**src/rtl/supv_pkg.sv**
```systemverilog
package supv_pkg;
    typedef enum logic [2:0] {
        ST_IDLE        = 3'd0,
        ST_SUPPLY_HOLD = 3'd1,
        ST_MR_PULSE    = 3'd2,
        ST_MR_LOCKOUT  = 3'd3,
        ST_WAIT_HIGH   = 3'd4
    } supv_state_e;
endpackage

```
**src/rtl/supv_sync.sv**
```systemverilog
module supv_sync #(
    parameter int   STAGES  = 2,
    parameter logic RST_VAL = 1'b0
) (
    input  logic clk,
    input  logic arst_n,
    input  logic d,
    output logic q
);
    logic [STAGES-1:0] ff_q;

    always_ff @(posedge clk or negedge arst_n) begin
        if (!arst_n) ff_q <= {STAGES{RST_VAL}};
        else         ff_q <= {ff_q[STAGES-2:0], d};
    end

    assign q = ff_q[STAGES-1];
endmodule

```
**src/rtl/supv_filter.sv**
```systemverilog
// Output follows the input only after the input has differed from it
// for HOLD_CYC consecutive clock cycles.
module supv_filter #(
    parameter int   HOLD_CYC = 4,
    parameter logic RST_VAL  = 1'b0
) (
    input  logic clk,
    input  logic arst_n,
    input  logic d,
    output logic q
);
    localparam int CW = (HOLD_CYC < 2) ? 1 : $clog2(HOLD_CYC);
    localparam logic [CW-1:0] LAST = CW'(HOLD_CYC - 1);

    logic [CW-1:0] cnt_q;
    logic          lvl_q;

    always_ff @(posedge clk or negedge arst_n) begin
        if (!arst_n) begin
            cnt_q <= '0;
            lvl_q <= RST_VAL;
        end else if (d == lvl_q) begin
            cnt_q <= '0;
        end else if (cnt_q == LAST) begin
            cnt_q <= '0;
            lvl_q <= d;
        end else begin
            cnt_q <= cnt_q + 1'b1;
        end
    end

    assign q = lvl_q;
endmodule

```
**src/rtl/supv_reset_ctrl.sv**
```systemverilog
module supv_reset_ctrl #(
    parameter int TMO_CYC      = 350_000_000,
    parameter int LOCK_CYC     = 21_250,
    parameter int MR_DEB_CYC   = 500,
    parameter int SUP_QUAL_CYC = 5_000,
    parameter int SYNC_STAGES  = 2,
    parameter bit ACTIVE_LOW   = 1'b1
) (
    input  logic clk,
    input  logic arst_n,
    input  logic supply_ok_i,
    input  logic mr_n_i,
    output logic sys_rst_o
);
    import supv_pkg::*;

    localparam int MAXC = (TMO_CYC > LOCK_CYC) ? TMO_CYC : LOCK_CYC;
    localparam int CW   = $clog2(MAXC + 1);
    localparam logic [CW-1:0] TMO_LAST  = CW'(TMO_CYC - 1);
    localparam logic [CW-1:0] LOCK_LAST = CW'(LOCK_CYC - 1);

    logic sup_s, mr_s, sup_f, mr_f;
    logic mr_prev_q, mr_fall, rst_act;
    supv_state_e   state_q, state_d;
    logic [CW-1:0] cnt_q, cnt_d;

    supv_sync #(.STAGES(SYNC_STAGES), .RST_VAL(1'b0)) u_sup_sync (
        .clk(clk), .arst_n(arst_n), .d(supply_ok_i), .q(sup_s));
    supv_sync #(.STAGES(SYNC_STAGES), .RST_VAL(1'b1)) u_mr_sync (
        .clk(clk), .arst_n(arst_n), .d(mr_n_i), .q(mr_s));

    supv_filter #(.HOLD_CYC(SUP_QUAL_CYC), .RST_VAL(1'b0)) u_sup_filt (
        .clk(clk), .arst_n(arst_n), .d(sup_s), .q(sup_f));
    supv_filter #(.HOLD_CYC(MR_DEB_CYC), .RST_VAL(1'b1)) u_mr_filt (
        .clk(clk), .arst_n(arst_n), .d(mr_s), .q(mr_f));

    assign mr_fall = mr_prev_q & ~mr_f;

    // State register
    always_ff @(posedge clk or negedge arst_n) begin
        if (!arst_n) begin
            state_q   <= ST_SUPPLY_HOLD;
            cnt_q     <= '0;
            mr_prev_q <= 1'b1;
        end else begin
            state_q   <= state_d;
            cnt_q     <= cnt_d;
            mr_prev_q <= mr_f;
        end
    end

    // Next state
    always_comb begin
        state_d = state_q;
        cnt_d   = cnt_q;
        if (!sup_f) begin
            state_d = ST_SUPPLY_HOLD;
            cnt_d   = '0;
        end else begin
            unique case (state_q)
                ST_SUPPLY_HOLD: begin
                    if (cnt_q == TMO_LAST) begin
                        state_d = ST_IDLE;
                        cnt_d   = '0;
                    end else begin
                        cnt_d = cnt_q + 1'b1;
                    end
                end
                ST_IDLE: begin
                    cnt_d = '0;
                    if (mr_fall) state_d = ST_MR_PULSE;
                end
                ST_MR_PULSE: begin
                    if (cnt_q == TMO_LAST) begin
                        state_d = ST_MR_LOCKOUT;
                        cnt_d   = '0;
                    end else begin
                        cnt_d = cnt_q + 1'b1;
                    end
                end
                ST_MR_LOCKOUT: begin
                    if (cnt_q == LOCK_LAST) begin
                        state_d = mr_f ? ST_IDLE : ST_WAIT_HIGH;
                        cnt_d   = '0;
                    end else begin
                        cnt_d = cnt_q + 1'b1;
                    end
                end
                ST_WAIT_HIGH: begin
                    cnt_d = '0;
                    if (mr_f) state_d = ST_IDLE;
                end
                default: begin
                    state_d = ST_SUPPLY_HOLD;
                    cnt_d   = '0;
                end
            endcase
        end
    end

    // Outputs
    always_comb begin
        rst_act = (state_q == ST_SUPPLY_HOLD) || (state_q == ST_MR_PULSE);
    end

    generate
        if (ACTIVE_LOW) begin : g_out_low
            assign sys_rst_o = ~rst_act;
        end else begin : g_out_high
            assign sys_rst_o = rst_act;
        end
    endgenerate
endmodule

```
**config.mk**
```make
export PLATFORM = sky130hd
export DESIGN_NAME = supv_reset_ctrl
export DESIGN_NICKNAME = d
export VERILOG_FILES = /design/src/rtl/supv_pkg.sv /design/src/rtl/supv_sync.sv /design/src/rtl/supv_filter.sv /design/src/rtl/supv_reset_ctrl.sv
export SDC_FILE = /design/constraint.sdc
export NUM_CORES = 1
export LEC_CHECK = 0
export BUFFER_PORTS_ARGS = -buffer_cell sky130_fd_sc_hd__buf_2
export CORE_AREA = 4 4 96 71
export CTS_CLUSTER_DIAMETER = 50
export DETAILED_ROUTE_END_ITERATION = 6
export DIE_AREA = 0 0 100 75
export PLACE_DENSITY = 0.69
export SLEW_MARGIN = 20
export SYNTH_ARGS = -nofsm -noshare
export SYNTH_HDL_FRONTEND = slang
export SYNTH_HIERARCHICAL = 1
export SYNTH_SLANG_ARGS = --single-unit
```
**constraint.sdc**
```tcl
create_clock -name clk -period 2.3 [get_ports clk]
set_clock_uncertainty 0.05 [all_clocks]
set_input_delay 0.23 -clock clk [delete_from_list [all_inputs] [get_ports clk]]
set_output_delay 0.23 -clock clk [all_outputs]
set_load 0.02 [all_outputs]
```
==> results.md, run 1 <==
- Fin Setup TNS: 0 ns
- Gr usage total: between 10% and 20%
- CP arrival: between 2 and 2.5 ns
- Port Buffers: 4
- CTS clk-pin slew, worst paths: around 0.070 ns
- Origin of the worst setup path: cnt_q[0]$_DFF_PN0_
- Count of cell types in the netlist: between 40 and 50
- CTS root buffer: clkbuf_8
- WS Path Type: reg -> reg
- Initial Utilization: about 53%
- CTS sink count: a little over 60
- Drt via density: approximately 5.4
- Critical Path Fanout Max: 7
- Worst hold slack: between 0.2 and 0.3 ns
- Final Cycle Share: 93.73%
- Unrepaired setup endpoints after global routing: yes
- Area grow syn2layout: 10.97%
- CTS H-tree depth: 3
- Synth warn: 6
- Via count: about 2,200
- Static Leak: around 1.4 nW
- CTS tree: yes
- Main flop type after synthesis: dfrtp_1
- Core Footprint: 5976 sq um
- Slack of the critical path: 0.1442 ns
- Mapped cell area: 3149 sq um
- Post-layout min period: 2.156 ns
- Critical R2R Capture: cnt_q[28]$_DFF_PN0_
- Reg-to-reg startpoint: cnt_q[0]$_DFF_PN0_
- Asr flop ratio synth: between 90% and 100%
- Largest net degree at the start of global routing: 27
- Syn nets: between 300 and 400
- Max cap viols: 0
- VDD IR max: 433.1 uV
- Gp weighted congestion: around 0.8
- Worst Tran Pin Value: between 0.5 and 0.6 ns
- EDFF count, synth: 0
- R2r setup slk: around 0.14 ns
- Total CTS buffers: 9
- Final Cell Area: 3495 sq um
- Startpoint types: register
- Die Wd: 100 um
- Post-CTS setup buffers: 0
- Clk buf depth: 2
- Power Density: 596.5 nW/um^2
- Antenna violations before repair: 0
- DRC viols: 0
- Worst EP required: between 2 and 3 ns
- Area post-placement: roughly 3300 sq um
- Die Area: 7500 sq um
- Pre-CTS setup slack: approximately 0.12 ns
- Share of cells above drive strength 1: between 10 and 15%
- DPL Wire Length: approximately 4000 um
- Cells on Worst Hold Path: 0
- Clock network latency to the later pin of the worst-skew pair: 0.34 ns
- Synth Instances: roughly 320
- Total Power: approximately 2.1 mW
- Aggregate global routing overflow: 0
- Initial drt markers: approximately 100
- Sequential-to-total area share from yosys stat: about 49%
- Outcome: finished, final reports clean
- IO Pins: 5
- #FFs+latches synth: 61
- Startpoint of the worst hold path: u_sup_sync/ff_q[0]$_DFF_PN0_
- Die Ht: approximately 75 um
- Drt total wl: around 5800 um
- CP Capture Type: register
- Slew headroom: approximately three fifths
- ANT nets after route: 0
- Filler instances: 509
- Endpoints failing setup: 0
- Fin. max-slew vios: 0
- R2R depth: 6
- WHS Endpoint: u_sup_sync/ff_q[1]$_DFF_PN0_
- Hold Violations, Final: 0
- First-pass GRT wire length: about 9900 um
- Max Freq: between 400 and 500 MHz
- Hold Path Class: reg -> reg
- Per-cell routed wire length: around 14 um
- Antenna diode count: 0
- Row Count: 24
- Post-Syn Area per Cell: around 9.9 sq um
- Nets: 344
- Drt pass-1 iters: 4
- Vias in the first global route: 2,096
## sequential cells by signal (all words and copies together) (netlist names)
name              cells
u_sup_filt/q          1
state_q               3
u_sup_filt/cnt_q     13
mr_prev_q             1
u_mr_filt/q           1
u_mr_sync/ff_q        2
u_mr_filt/cnt_q       9
u_sup_sync/ff_q       2
cnt_q                29
## cell families (layout without fill, tap and decap cells)
| group | count (synthesis) | in the layout | synth area share (%) |
|---|---|---|---|
| flops | 61 | 61 | 48.67 |
| buf+inv | 21 | 43 | 3.456 |
| simple gates | 160 | 160 | 27.61 |
| mux | 3 | 3 | 1.192 |
| compound gates | 30 | 30 | 6.357 |
| fa+ha+maj | 4 | 4 | 1.589 |
| xor+xnor | 40 | 40 | 11.12 |
## power breakdown
group | switching, mW | internal, mW | total (mW)
combinational | 0.0381 | 0.0191 | 0.0572
sequential | 0.0109 | 1.09 | 1.10
clock | 0.403 | 0.527 | 0.930
## cells in the mapped netlist, types with 3 or more instances
master / count / area (sq um)
nand3_1: 13 / 65.06
nor2_1: 52 / 195.2
nand2_1: 20 / 75.07
dfstp_2: 5 / 131.4
nand4_1: 15 / 93.84
dfrtp_1: 56 / 1401
buf_2: 5 / 25.02
xor2_1: 12 / 105.1
inv_1: 11 / 41.29
ha_1: 4 / 50.05
nor4_1: 9 / 56.30
a31oi_1: 4 / 25.02
or3_1: 9 / 56.30
buf_6: 3 / 33.78
and3b_1: 3 / 26.28
o21ai_0: 8 / 40.04
nand2b_1: 4 / 25.02
xnor2_1: 28 / 245.2
a21oi_1: 8 / 40.04
nor2b_1: 5 / 31.28
nor3_1: 9 / 45.04
## how the worst max path moves through the flow
stage                           to  slack [ns]  depth (start not counted)
6_report       cnt_q[28]$_DFF_PN0_        0.14                          6
5_1_grt        cnt_q[27]$_DFF_PN0_      -0.006                          8
4_1_cts        cnt_q[28]$_DFF_PN0_         0.1                          6
3_5_place_dp   cnt_q[28]$_DFF_PN0_        0.12                          6
3_3_place_gp   cnt_q[28]$_DFF_PN0_        0.18                          6
2_1_floorplan  cnt_q[28]$_DFF_PN0_        0.20                          7
## timing repair
item,4_1_cts,5_1_grt
gates resized for setup,0,1
hold endpoints to repair,25,0
hold buffers,3,0
endpoints found under the setup margin,0,4
## layout by cell type, fill, tap and decap left out, types with 3 or more instances in the layout
master,n
xor2_1,12
o21ai_0,8
and3b_1,3
nor2_1,52
nor3_1,9
nand4_1,15
buf_4,9
dfstp_2,5
nand2b_1,4
inv_1,11
nor2b_1,5
nand3_1,13
dfrtp_1,56
dlygate4sd3_1,3
xnor2_1,28
buf_2,4
a21oi_1,8
nand2_1,20
nor4_1,9
a31oi_1,4
or3_1,8
clkbuf_8,10
ha_1,4
## final cells by class
class / instances / area [sq um] / share of cell area, %
Clock buffer: 12 / 145.1 / 4.153
Multi-Input combinational cell: 237 / 1513 / 43.29
Tap cell: 78 / 97.59 / 2.793
Clock inverter: 4 / 47.55 / 1.361
Inverter: 11 / 41.29 / 1.182
Timing Repair Buffer: 16 / 117.6 / 3.366
Sequential cell: 61 / 1533 / 43.86
## routing by layer
layer | GRT usage, % | vias up | share of wire (%)
met1 | 23.25 | 1076 | 52
met3 | 4.444 | 5 | 2.4
met2 | 25.50 | 21 | 45
met4 | 7.175 | 0 | 0.80
li1 | - | 1146 | -
met5 | 0 | - | 0
## through the flow
| stage | utilization (%) | instances |
|---|---|---|
| finish | 58.48 | 419 |
| global route | 58.48 | 419 |
| CTS | 58.40 | 419 |
| detailed placement | 54.67 | 400 |
| global placement | 54.67 | 400 |
| floorplan | - | 319 |
## critical path, stage by stage (launching register included)
cell     delay (ns)
dfrtp_1        0.41
ha_1           0.22
and4_1         0.28
nand3_2        0.17
or3_4          0.46
or3_1          0.37
a21oi_2        0.13
(Power assumes the default switching activity.)
==> run 2: changes to the inputs <==
Settings changed: GPL_ROUTABILITY_DRIVEN set to 0, PLACE_DENSITY 0.69 to 0.74.
==> run 2 against run 1 <==
  * Utilization rose by 0.73 points
  * Fmax rose by 1.2%
  * Largest cell class unchanged
  * Critical path type unchanged
  * Wire length rose by 4.9%
  * Global-route usage rose by 1.1 points
  * Non-clock buffer count did not move
  * Combinational power barely moved
  * Register-to-register slack improved by 0.03 ns
  * Largest power group unchanged
==> results.md, run 2 (synthesis gave the netlist of run 1 again) <==
- Outcome: finished, final reports clean
- Slew headroom: 59.59%
- Die Wd: roughly 100 um
- Commonest non-fill, non-tap cell in the layout: dfrtp_1
- Worst Tran Pin Value: approximately 0.61 ns
- Clock network latency to the later pin of the worst-skew pair: 0.34 ns
- Fin Setup TNS: 0 ns
- Initial Utilization: between 50% and 60%
- Port Buffers: 4
- Aggregate global routing overflow: 0
- Crit path max-delay family: simple AND/OR/NAND/NOR gates
- VDD IR max: approximately 400 uV
- Static Leak: ~1.4 nW
- First-pass GRT wire length: roughly 10,000 um
- ANT nets after route: 0
- Worst EP required: 2.52 ns
- Crit-path max cell delay: about 0.47 ns
- Drt total wl: approximately 6000 um
- Per-cell routed wire length: around 14 um
- Max reg flops: 29
- Reg-to-reg startpoint: cnt_q[1]$_DFF_PN0_
- Post-layout min period: roughly 2.1 ns
- Antenna diode count: 0
- Startpoint types: register
- CTS root buffer: clkbuf_8
- Max cap viols: 0
- Die Ht: roughly 75 um
- Vias in the first global route: approximately 2,100
- Antenna violations before repair: 0
- Logic pwr share: approximately 2.6%
- Share of cells above drive strength 1: about 15%
- Hold Violations, Final: 0
- Initial drt markers: 133
- CTS tree: yes
- Commonest non-fill, non-tap cells in the layout: 56 x dfrtp_1, 52 x nor2_1, 28 x xnor2_1, 20 x nand2_1, 15 x nand4_1
- CP arrival: ~2.4 ns
- Placed instance count: 400
- Top Registers: cnt_q: 29 flops, u_sup_filt/cnt_q: 13 flops, u_mr_filt/cnt_q: 9 flops
- DPL Wire Length: 3947 um
- R2r setup slk: about 0.17 ns
- Internal power: about 1.8 mW
- Final Cycle Share: about 93%
- Post-CTS setup buffers: 0
- Gr usage total: between 15 and 20%
- IO Pins: 5
- Register share of total power: 49.3%
- WS Path Type: reg -> reg
- Total Power: ~2.2 mW
- Drt via density: 5.539
- CTS clk-pin slew, worst paths: roughly 0.070 ns
- Power Density: 629.3 nW/um^2
- CTS sink count: a little over 60
- Total CTS buffers: 9
- Area grow syn2layout: 12.36%
- DRC viols: 0
- Nets: around 340
- Drt pass-1 iters: 4
- Largest net degree at the start of global routing: 27
- Buf/Inv on CP: 0
- Most flops, register: cnt_q
- CTS H-tree depth: 3
- Clk buf depth: 2
- Finished Layout Cells: approximately 420
- CP Capture Type: register
- Unrepaired setup endpoints after global routing: no
- Slowest library cell on the worst path: or3_4
- Startpoint of the worst hold path: u_sup_sync/ff_q[0]$_DFF_PN0_
- Max Freq: around 470 MHz
- Origin of the worst setup path: cnt_q[1]$_DFF_PN0_
- Switch share: between 20 and 25%
- Critical Path Fanout Max: 7
- Via count: between 2,000 and 2,500
- Hold Path Class: reg -> reg
- Die Area: between 7000 and 8000 sq um
- Core Footprint: 5976 sq um
- CP cell instances: ha_1 -> and4_1 -> nand3_2 -> or3_4 -> or3_1 -> a21oi_2
- Endpoints failing setup: 0
- Fin. max-slew vios: 0
- Psw: approximately 460 uW
- Share of total power in the clock network: 48.1%
- Row Count: 24
-- run 2: cell type report --
cell class,instances,area [sq um]
fill,498,2437
sequential,61,1533
multi-input combinational,237,1524
clock buffer,12,155.1
timing repair buffer,16,117.6
tap,78,97.59
clock inverter,4,70.07
inverter,11,41.29
-- run 2: metrics by stage --
step                hold slack, ns  area [sq um]  setup slack [ns]  util (%)
floorplan                  -0.1156          3149            0.2009         -
global placement            0.2166          3267            0.1758     54.67
detailed placement          0.2186          3267            0.1435     54.67
CTS                         0.3116          3522            0.1064     58.94
global route                0.3193          3538           0.01974     59.21
finish                      0.3098          3538            0.1698     59.21
-- run 2: final timing paths --
| kind | endpoint | depth (start not counted) |
|---|---|---|
| hold / removal | u_sup_sync/ff_q[1]$_DFF_PN0_ | 0 |
| hold reg to reg | u_sup_sync/ff_q[1]$_DFF_PN0_ | 0 |
| setup / recovery | cnt_q[28]$_DFF_PN0_ | 6 |
| setup reg to reg | cnt_q[28]$_DFF_PN0_ | 6 |
| max in group asynchronous | mr_prev_q$_DFF_PN1_ | 3 |
| min in group asynchronous | cnt_q[3]$_DFF_PN0_ | 2 |
-- run 2: timing repair --
action,in CTS,in global routing
gates resized for setup,0,3
setup endpoints to repair,0,5
hold buffers,3,0
endpoints found under the hold margin,26,0
-- run 2: power groups by stage --
stage | clock network [mW] | logic [mW] | registers, mW
finish | 1.07 | 0.0573 | 1.10
floorplan | 0 | 0.0275 | 1.11
global placement | 0 | 0.0535 | 1.12
detailed placement | 0 | 0.0552 | 1.12
CTS | 1.10 | 0.0591 | 1.10
global route | 1.16 | 0.0668 | 1.10
-- run 2: per-layer routing --
metal / vias up / global-route usage (%) / wire length, um
met5: - / 0 / 0
met4: 0 / 6.278 / 87
met1: 1118 / 24.76 / 3068
met3: 13 / 6.389 / 224
li1: 1145 / - / -
met2: 45 / 26.61 / 2652
==> run 3: changes to the inputs <==
Settings changed: CORE_AREA 4 4 96 71 to 2 2 94 69, DIE_AREA 0 0 100 75 to 0 0 96 71, PLACE_DENSITY 0.74 to 0.66.
Clock period 2.3 ns to 2.4 ns, I/O delays scaled along.
==> run 3 against run 2 <==
  * Final cell count shrank 0.95%
  * Count of clock-buffer cells in the layout stayed put
  * Utilization shrank 0.94 points
  * Total power fell by 8.7%
  * Register-to-register slack improved by 0.05 ns
  * Fmax decreased by 2.4%
  * Sequential share of layout area grew 0.70 points
  * Via count shrank 1.2%
  * Die area is 9.1% lower
  * Sequential power decreased by 5%
  * First-iteration DRC count decreased by 34%
  * Critical endpoint is now state_q[2]$_DFFE_PN0P_
  * Highest routed layer unchanged
==> results.md, run 3 (synthesis gave the netlist of run 1 again) <==
- Outcome: finished, final reports clean
- Hold Path Class: reg -> reg
- CP Capture Type: register
- Crit path max-delay family: simple AND/OR/NAND/NOR gates
- Vias in the first global route: approximately 2,100
- Slowest library cell on the worst path: dfrtp_1
- First-pass GRT wire length: around 10,000 um
- CTS tree: yes
- WS Path Type: reg -> reg
- Gr usage total: approximately a fifth
- CP cell instances: nor4b_1 -> nand4_1 -> o31ai_1 -> buf_4 -> o311ai_0 -> mux2_2
- CP arrival: 2.36 ns
- Antenna diode count: 0
- DRC viols: 0
- Clk buf depth: 2
- Via count: 2,294
- Antenna violations before repair: 0
- Buf/Inv on CP: 1
- Initial drt markers: a little under 90
- Crit-path max cell delay: around 0.45 ns
- Max Freq: between 400 and 500 MHz
- Drt via density: between 5 and 6
- CTS H-tree depth: 3
- Power Density: 583.8 nW/um^2
- Unrepaired setup endpoints after global routing: no
- CTS clk-pin slew, worst paths: about 0.06 ns
- Endpoints failing setup: 0
- Die Wd: ~96 um
- Fin Setup TNS: 0 ns
- Top Registers: cnt_q: 29 flops, u_sup_filt/cnt_q: 13 flops, u_mr_filt/cnt_q: 9 flops
- IO Pins: 5
- Core Footprint: about 6000 sq um
- Post-layout min period: between 2 and 2.5 ns
- Largest net degree at the start of global routing: 38
- Filler instances: 505
- Max reg flops: 29
- Post_cts resized: 0
- Commonest non-fill, non-tap cells in the layout: 56 x dfrtp_1, 52 x nor2_1, 28 x xnor2_1, 20 x nand2_1, 15 x nand4_1
- CTS root buffer: clkbuf_8
- Initial Utilization: between 50% and 60%
- Critical Path Fanout Max: 7
- Drt pass-1 iters: 5
- Area post-placement: ~3200 sq um
- Commonest non-fill, non-tap cell in the layout: dfrtp_1
- Port Buffers: 4
- Aggregate global routing overflow: 0
- Row Count: 24
- Final Cycle Share: roughly nine tenths
- Die Ht: 71 um
- Per-cell routed wire length: between 10 and 15 um
- VDD IR max: a little under 400 uV
- Hold Violations, Final: 0
- Die Area: between 6000 and 7000 sq um
- Most flops, register: cnt_q
- Drt total wl: 5972 um
- Worst Tran Pin Value: just over 0.6 ns
- DPL Wire Length: 4111 um
- Static Leak: around 1.4 nW
- Slew headroom: 59.06%
- CTS sink count: 61
- Final Cell Area: about 3500 sq um
- Total Power: 2.033 mW
- Fin. max-slew vios: 0
- Startpoint types: register
- Share of cells above drive strength 1: roughly 13%
- Max cap viols: 0
- ANT nets after route: 0
- Worst EP required: ~2.6 ns
- Total CTS buffers: 9
- Area grow syn2layout: 10.57%
- Clock network latency to the later pin of the worst-skew pair: ~0.35 ns
- Nets: 340
-- run 3: cell count changes in the layout (fill, tap and decap cells not counted), sizes merged --
cell,before,now
buf,13,9
clkinvlp,0,1
bufinv,2,1
-- run 3: metal layers --
layer | global-route usage, % | share of wire, % | up-vias
met5 | 0 | 0 | -
met4 | 7.143 | 1.4 | 0
met3 | 6.390 | 3.0 | 9
met2 | 27.70 | 42 | 28
met1 | 28.77 | 53 | 1113
li1 | - | - | 1144
-- run 3: area by class of cell --
type	count	area (sq um)	share of cell area, %
clock inverter	4	47.55	1.365
inverter	11	41.29	1.186
clock buffer	12	155.1	4.456
timing repair buffer	12	100.1	2.875
tap	78	97.59	2.803
sequential	61	1533	44.02
multi-input combinational	237	1508	43.30
-- run 3: per-stage QoR --
| stage | instances | setup slack [ns] | hold slack [ns] | util [%] |
|---|---|---|---|---|
| after detailed placement | 396 | 0.2462 | 0.2372 | 54.38 |
| after CTS | 415 | 0.2319 | 0.3057 | 58.27 |
| final | 415 | 0.2181 | 0.3006 | 58.27 |
| after global placement | 396 | 0.2965 | 0.2256 | 54.38 |
| after global routing | 415 | 0.08470 | 0.3089 | 58.27 |
| after floorplan | 319 | 0.3009 | -0.1056 | - |
-- run 3: power breakdown --
part | switching, mW | total (mW) | internal [mW]
logic | 0.0381 | 0.0576 | 0.0194
clock network | 0.391 | 0.923 | 0.533
registers | 0.0106 | 1.05 | 1.04
total | 0.440 | 2.03 | 1.59
-- run 3: repair_timing --
| item | 4_1_cts | 5_1_grt |
|---|---|---|
| hold buffers | 3 | 0 |
| setup buffers | 0 | 0 |
| hold endpoints to repair | 26 | 0 |
-- run 3: path summary, 6_finish.rpt --
check,endpoint,cells past startpoint,start,slack (ns)
setup / recovery,state_q[2]$_DFFE_PN0P_,6,cnt_q[7]$_DFF_PN0_,0.22
hold reg to reg,u_sup_sync/ff_q[1]$_DFF_PN0_,0,u_sup_sync/ff_q[0]$_DFF_PN0_,0.30
max in group asynchronous,u_mr_sync/ff_q[0]$_DFF_PN1_,3,arst_n,1.23
min in group asynchronous,cnt_q[26]$_DFF_PN0_,2,arst_n,0.39
hold / removal,u_sup_sync/ff_q[1]$_DFF_PN0_,0,u_sup_sync/ff_q[0]$_DFF_PN0_,0.30
setup reg to reg,state_q[2]$_DFFE_PN0P_,6,cnt_q[7]$_DFF_PN0_,0.22
